## src/rtl/bcs_pkg.sv

```systemverilog
package bcs_pkg;
  typedef enum logic [2:0] {
    ST_IDLE  = 3'd0,
    ST_ADDR  = 3'd1,
    ST_READ  = 3'd2,
    ST_WRITE = 3'd3,
    ST_DONE  = 3'd4
  } bcs_state_e;

  localparam int unsigned ADDR_W     = 16;
  localparam int unsigned LO_ADDR_W  = 12;
  localparam int unsigned DATA_W     = 8;
  localparam int unsigned STATUS_W   = 4;
  localparam int unsigned HI_ADDR_W  = ADDR_W - LO_ADDR_W;
endpackage

```

## src/rtl/bcs_phase_timer.sv

```systemverilog
module bcs_phase_timer #(
  parameter int unsigned PHASE_CLKS = 4
) (
  input  logic clk,
  input  logic rst_n,
  input  logic run,
  output logic last
);
  localparam int unsigned CW = (PHASE_CLKS > 2) ? $clog2(PHASE_CLKS) : 1;
  localparam logic [CW-1:0] LAST_VAL = CW'(PHASE_CLKS - 1);

  logic [CW-1:0] cnt;

  assign last = run && (cnt == LAST_VAL);

  always_ff @(posedge clk or negedge rst_n) begin
    if (!rst_n)            cnt <= '0;
    else if (!run || last) cnt <= '0;
    else                   cnt <= cnt + 1'b1;
  end


  idle_count_clear_chk: assert property (@(posedge clk) disable iff (!rst_n)
    !run |=> (cnt == '0));
endmodule

```

## src/rtl/bcs_fsm.sv

```systemverilog
module bcs_fsm
  import bcs_pkg::*;
(
  input  logic       clk,
  input  logic       rst_n,
  input  logic       req_valid,
  input  logic       wr_q,
  input  logic       phase_last,
  output bcs_state_e state,
  output logic       req_ready,
  output logic       req_fire,
  output logic       phase_run
);
  bcs_state_e nxt;

  assign req_ready = (state == ST_IDLE);
  assign req_fire  = req_valid && req_ready;
  assign phase_run = (state == ST_ADDR) || (state == ST_READ) || (state == ST_WRITE);

  always_comb begin
    nxt = state;
    unique case (state)
      ST_IDLE:  if (req_fire) nxt = ST_ADDR;
      ST_ADDR:  if (phase_last) nxt = wr_q ? ST_WRITE : ST_READ;
      ST_READ,
      ST_WRITE: if (phase_last) nxt = ST_DONE;
      ST_DONE:  nxt = ST_IDLE;
      default:  nxt = ST_IDLE;
    endcase
  end

  always_ff @(posedge clk or negedge rst_n) begin
    if (!rst_n) state <= ST_IDLE;
    else        state <= nxt;
  end


  done_to_idle_chk: assert property (@(posedge clk) disable iff (!rst_n)
    (state == ST_DONE) |=> (state == ST_IDLE));
endmodule

```

## src/rtl/bcs_datapath.sv

```systemverilog
module bcs_datapath
  import bcs_pkg::*;
(
  input  logic                 clk,
  input  logic                 rst_n,
  input  logic                 req_fire,
  input  logic [ADDR_W-1:0]    req_addr,
  input  logic                 req_write,
  input  logic [DATA_W-1:0]    req_wdata,
  input  logic [STATUS_W-1:0]  req_status,
  input  bcs_state_e           state,
  input  logic                 phase_last,
  input  logic [DATA_W-1:0]    dbus_in,
  output logic                 wr_q,
  output logic [LO_ADDR_W-1:0] addr_bus,
  output logic [DATA_W-1:0]    dbus_out,
  output logic                 dbus_oe,
  output logic [DATA_W-1:0]    rdata
);
  logic [ADDR_W-1:0]   addr_q;
  logic [DATA_W-1:0]   wdata_q;
  logic [STATUS_W-1:0] stat_q;

  always_ff @(posedge clk or negedge rst_n) begin
    if (!rst_n) begin
      addr_q  <= '0;
      wr_q    <= 1'b0;
      wdata_q <= '0;
      stat_q  <= '0;
    end else if (req_fire) begin
      addr_q  <= req_addr;
      wr_q    <= req_write;
      wdata_q <= req_wdata;
      stat_q  <= req_status;
    end
  end

  always_ff @(posedge clk or negedge rst_n) begin
    if (!rst_n)                              rdata <= '0;
    else if ((state == ST_READ) && phase_last) rdata <= dbus_in;
  end

  assign addr_bus = addr_q[LO_ADDR_W-1:0];

  always_comb begin
    dbus_out = '0;
    dbus_oe  = 1'b0;
    unique case (state)
      ST_ADDR: begin
        dbus_out = {stat_q, addr_q[ADDR_W-1 -: HI_ADDR_W]};
        dbus_oe  = 1'b1;
      end
      ST_WRITE: begin
        dbus_out = wdata_q;
        dbus_oe  = 1'b1;
      end
      default: ;
    endcase
  end


  busy_latch_stable_chk: assert property (@(posedge clk) disable iff (!rst_n)
    (state != ST_IDLE) |=> $stable(addr_q));
endmodule

```

## src/rtl/bus_cycle_seq.sv

```systemverilog
module bus_cycle_seq
  import bcs_pkg::*;
#(
  parameter int unsigned PHASE_CLKS = 4
) (
  input  logic        clk,
  input  logic        rst_n,
  input  logic        req_valid,
  output logic        req_ready,
  input  logic [15:0] req_addr,
  input  logic        req_write,
  input  logic [7:0]  req_wdata,
  input  logic [3:0]  req_status,
  output logic        rsp_valid,
  output logic [7:0]  rsp_rdata,
  output logic [11:0] addr_bus,
  input  logic [7:0]  dbus_in,
  output logic [7:0]  dbus_out,
  output logic        dbus_oe,
  output logic        ads_n,
  output logic        rds_n,
  output logic        wds_n
);
  bcs_state_e state;
  logic       req_fire;
  logic       phase_run;
  logic       phase_last;
  logic       wr_q;

  bcs_phase_timer #(.PHASE_CLKS(PHASE_CLKS)) u_timer (
    .clk   (clk),
    .rst_n (rst_n),
    .run   (phase_run),
    .last  (phase_last)
  );

  bcs_fsm u_fsm (
    .clk        (clk),
    .rst_n      (rst_n),
    .req_valid  (req_valid),
    .wr_q       (wr_q),
    .phase_last (phase_last),
    .state      (state),
    .req_ready  (req_ready),
    .req_fire   (req_fire),
    .phase_run  (phase_run)
  );

  bcs_datapath u_dp (
    .clk        (clk),
    .rst_n      (rst_n),
    .req_fire   (req_fire),
    .req_addr   (req_addr),
    .req_write  (req_write),
    .req_wdata  (req_wdata),
    .req_status (req_status),
    .state      (state),
    .phase_last (phase_last),
    .dbus_in    (dbus_in),
    .wr_q       (wr_q),
    .addr_bus   (addr_bus),
    .dbus_out   (dbus_out),
    .dbus_oe    (dbus_oe),
    .rdata      (rsp_rdata)
  );

  assign ads_n     = (state != ST_ADDR);
  assign rds_n     = (state != ST_READ);
  assign wds_n     = (state != ST_WRITE);
  assign rsp_valid = (state == ST_DONE);


  one_strobe_chk: assert property (@(posedge clk) disable iff (!rst_n)
    $countones({~ads_n, ~rds_n, ~wds_n}) <= 1);


  oe_window_chk: assert property (@(posedge clk) disable iff (!rst_n)
    dbus_oe |-> (!ads_n || !wds_n));


  addr_then_data_chk: assert property (@(posedge clk) disable iff (!rst_n)
    $rose(ads_n) |-> (!rds_n || !wds_n));


  done_pulse_chk: assert property (@(posedge clk) disable iff (!rst_n)
    rsp_valid |=> (!rsp_valid && req_ready));


  accept_busy_chk: assert property (@(posedge clk) disable iff (!rst_n)
    (req_valid && req_ready) |=> (!req_ready && !ads_n));


  abus_hold_chk: assert property (@(posedge clk) disable iff (!rst_n)
    (!rds_n || !wds_n) |-> $stable(addr_bus));
endmodule

```

## config.mk

```make
export PLATFORM = sky130hd
export DESIGN_NAME = bus_cycle_seq
export DESIGN_NICKNAME = d
export VERILOG_FILES = /design/src/rtl/bcs_pkg.sv /design/src/rtl/bcs_phase_timer.sv /design/src/rtl/bcs_fsm.sv /design/src/rtl/bcs_datapath.sv /design/src/rtl/bus_cycle_seq.sv
export SDC_FILE = /design/constraint.sdc
export NUM_CORES = 1
export LEC_CHECK = 0
export CORE_MARGIN = 5
export CORE_UTILIZATION = 40
export CTS_CLUSTER_SIZE = 28
export DETAILED_ROUTE_END_ITERATION = 6
export MAX_ROUTING_LAYER = met4
export PLACE_DENSITY = 0.85
export SYNTH_ARGS = -nofsm -noshare
export SYNTH_HDL_FRONTEND = slang
export SYNTH_SLANG_ARGS = --single-unit
```

## constraint.sdc

```tcl
create_clock -name clk -period 1.9 [get_ports clk]
set_clock_uncertainty 0.15 [all_clocks]
set_input_delay 0.475 -clock clk [delete_from_list [all_inputs] [get_ports clk]]
set_output_delay 0.475 -clock clk [all_outputs]
set_load 0.02 [all_outputs]
```

==> results of run 1 <==
stage by stage:
stage | worst slack, ns | power (mW) | hold WS (ns)
floorplan | 0.08228 | 3.206 | 0.02941
global placement | -0.1871 | 4.104 | 0.2718
detailed placement | -0.2211 | 4.161 | 0.2801
CTS | -0.05322 | 4.830 | 0.2945
global route | -0.1548 | 5.193 | 0.3351
finish | -0.06792 | 4.862 | 0.2941
final timing paths:
check,to,depth (start not counted)
setup / recovery,dbus_out[1],5
hold / removal,u_timer.cnt[0],1
setup reg to reg,u_dp.addr_q[4],5
hold reg to reg,u_timer.cnt[0],1
max in group asynchronous,u_timer.cnt[1],3
min in group asynchronous,u_dp.wr_q,2
metal layers:
metal | vias up | share of wire, % | wire, microns
met2 | 51 | 48 | 1908
met3 | 7 | 9.3 | 373
met5 | - | 0 | 0
met1 | 619 | 42 | 1675
li1 | 605 | - | -
met4 | 0 | 1.1 | 44
worst max-delay path: stages, from the launching register on:
cell     delay, ns
dfrtp_1       0.39
buf_6         0.14
buf_12        0.12
mux2i_2       0.14
nor2_1        0.11
buf_4         0.15
synth_stat cells, drive strengths merged:
library cell,n,share of area (%)
a21oi,1,0.26
nor2b,1,0.32
nand2,1,0.19
inv,1,0.19
nand2b,3,0.97
mux2i,9,4.7
nor4bb,1,0.52
nor2,9,1.7
or2,1,0.32
nor3,1,0.26
nor4,1,0.32
clkbuf,1,0.19
nor4b,2,1.7
buf,20,8.4
ha,1,0.65
nand3b,1,0.39
and2,2,0.65
dfrtp,42,54
mux2,37,23
o32ai,1,0.45
cell families after synthesis:
group,after synthesis
AO/OA/AOI/OAI,2
AND/OR/NAND/NOR,23
buffers and inverters,22
adder cells (fa/ha/maj),1
multiplexers,46
flip-flops,42
state kept, by name, indices dropped and copies added, names as in the netlist:
name          count
u_dp.addr_q      16
u_dp.rdata        8
u_dp.stat_q       4
u_dp.wdata_q      8
u_dp.wr_q         1
u_fsm.state       3
u_timer.cnt       2
final cells by class:
type	instances	area, sq um	share of cell area [%]
clock buffer	7	76.32	2.596
clock inverter	1	30.03	1.021
inverter	1	3.754	0.1277
multi-input combinational	72	750.7	25.53
sequential	42	1052	35.79
tap	67	83.83	2.851
timing repair buffer	91	943.4	32.09
timing repair:
action,in CTS,in global routing
setup buffers,2,2
gates resized for setup,70,37
setup endpoints to repair,15,32
hold buffers,1,0
endpoints found under the hold margin,18,0
cloned,0,0
pin swaps,0,3
report_power, final:
part           internal [mW]  switching, mW  total [mW]
sequential              1.34          0.223        1.56
clock                  0.393          0.286       0.679
combinational           1.46           1.16        2.62
==> impl_results.md, run 1 <==
- Outcome: complete, but fails checks
- Violated checks: negative setup slack
- Total Routing Usage GR: 13.32%
- Setup CP Type: flop to output pin
- Fin nets: 254
- RSZ-0062 raised after global routing: yes
- Pins Over Slew Limit: 0
- Fmax: 0.5082 GHz
- CTS root buf: clkbuf_8
- Worst Hold Class: flop to flop
- Number of global-route vias before repair: 1,367
- Core Region: 0.004723 sq mm
- Worst Path Required: 1.27 ns
- Synth Register Bits: 42
- LEAKAGE: 1.460 nW
- DIE WIDTH: 79.54 microns
- RD Place Congestion: 0.7490
- Post-Synth Simple-Gate Area: 7.374%
- Crit path from: u_fsm.state[1]
- Power Density: 1653 mW/mm^2
- Most common cell after layout, fill and taps aside: dfrtp_1
- Placed insts: 268
- Syn nets: 177
- FP Rows: 25
- Syn. warnings: 0
- Skew-Pair Late Insertion Delay: 0.29 ns
- Hold path startpoint: u_timer.cnt[0]
- VDD IR max: 0.7187 mV
- Max_cap viols: 0
- Fillers: 390
- Initial antenna violation count: 0
- Setup ws final: -0.06792 ns
- Inserted Diodes: 0
- Slew headroom: 68.95%
- Vias per inst: 4.562
- M3 GR Usage: 5.079%
- Dpl hpwl: 2.885 mm
- Number of port buffers: 73
- R2R setup slack: 0.04 ns
- Clk slew on worst S/H paths: 0.08 ns
- Routed wire length: 4.001 mm
- Global-route wire length before repair: 6.348 mm
- Met1 Usage GRT: 16.36%
- Compound-gate portion of the synthesized area: 0.7115%
- Clock Sinks: 42
- Most frequent cells in the layout: 41 x dfrtp_1, 38 x clkdlybuf4s50_1, 27 x mux2_2, 19 x dlymetal6s2s_1, 18 x buf_4
- Post-placement cell area: 0.002706 sq mm
- Top Ports: 74
- Die height: 79.54 microns
- Fin util: 62.25%
- Hold Vio Cnt, Final: 0
- Cell area after synthesis: 0.001934 sq mm
- Min cycle time layout: 1.968 ns
- Critical Path Source Type: flop
- Full die area: 0.006327 sq mm
- Mapped Cells: 136
- TritonRoute pass-1 iters: 4
- Endpoints failing setup: 8
- GR peak layer: met2
- Fin crit share: 103.6%
- P&R area growth vs syn: 52.01%
- Synth Area in XOR/XNOR: 0%
- CTS H-tree lvls: 2
- Cell area after layout: 0.002940 sq mm
- Adder-Cell Fraction of Synth Area: 0.6468%
- Unique masters post-synth: 25
- Setup TNS: -0.2217 ns
- Finished Layout Cells: 281
- Register area share after synthesis: 54.33%
- Met2 Use GR: 20.37%
- Cts bufs inserted: 5
- Worst reg2reg path startpoint: u_fsm.state[1]
- Worst-Margin Slew: 0.4657 ns
- Critical Path Fanout Max: 8
- DRC marker count from the first detailed-route iteration: 52
- Starting Density: 40.95%
- Grt ovf: 0
- Syn_area_per_cell: 14.22 sq um
- Share of layout cells above drive strength 1: 39.72%
- Post-synthesis mux area share: 28.14%
- Largest net degree at the start of global routing: 30
- Vias: 1,282
- CP endpoint kind: output pin
- Largest family of logic cells by synthesized area: multiplexers
- ANT nets after route: 0
- Avg WL per Cell: 14.24 microns
- DRC Markers: 0
- CTS max path bufs: 2
- CTS tree: built
- Crit path DAT: 1.34 ns
(Power assumes the default switching activity.)
==> run 2: changes to the inputs <==
--- a/config.mk
+++ b/config.mk
@@ -7,7 +7,7 @@
 export LEC_CHECK = 0
 export CORE_MARGIN = 5
 export CORE_UTILIZATION = 40
-export CTS_CLUSTER_SIZE = 28
+export CTS_CLUSTER_SIZE = 14
 export DETAILED_ROUTE_END_ITERATION = 6
 export MAX_ROUTING_LAYER = met4
 export PLACE_DENSITY = 0.85
==> results of run 2 <==
The final DEF is identical to that of run 1; final timing and power are the same.
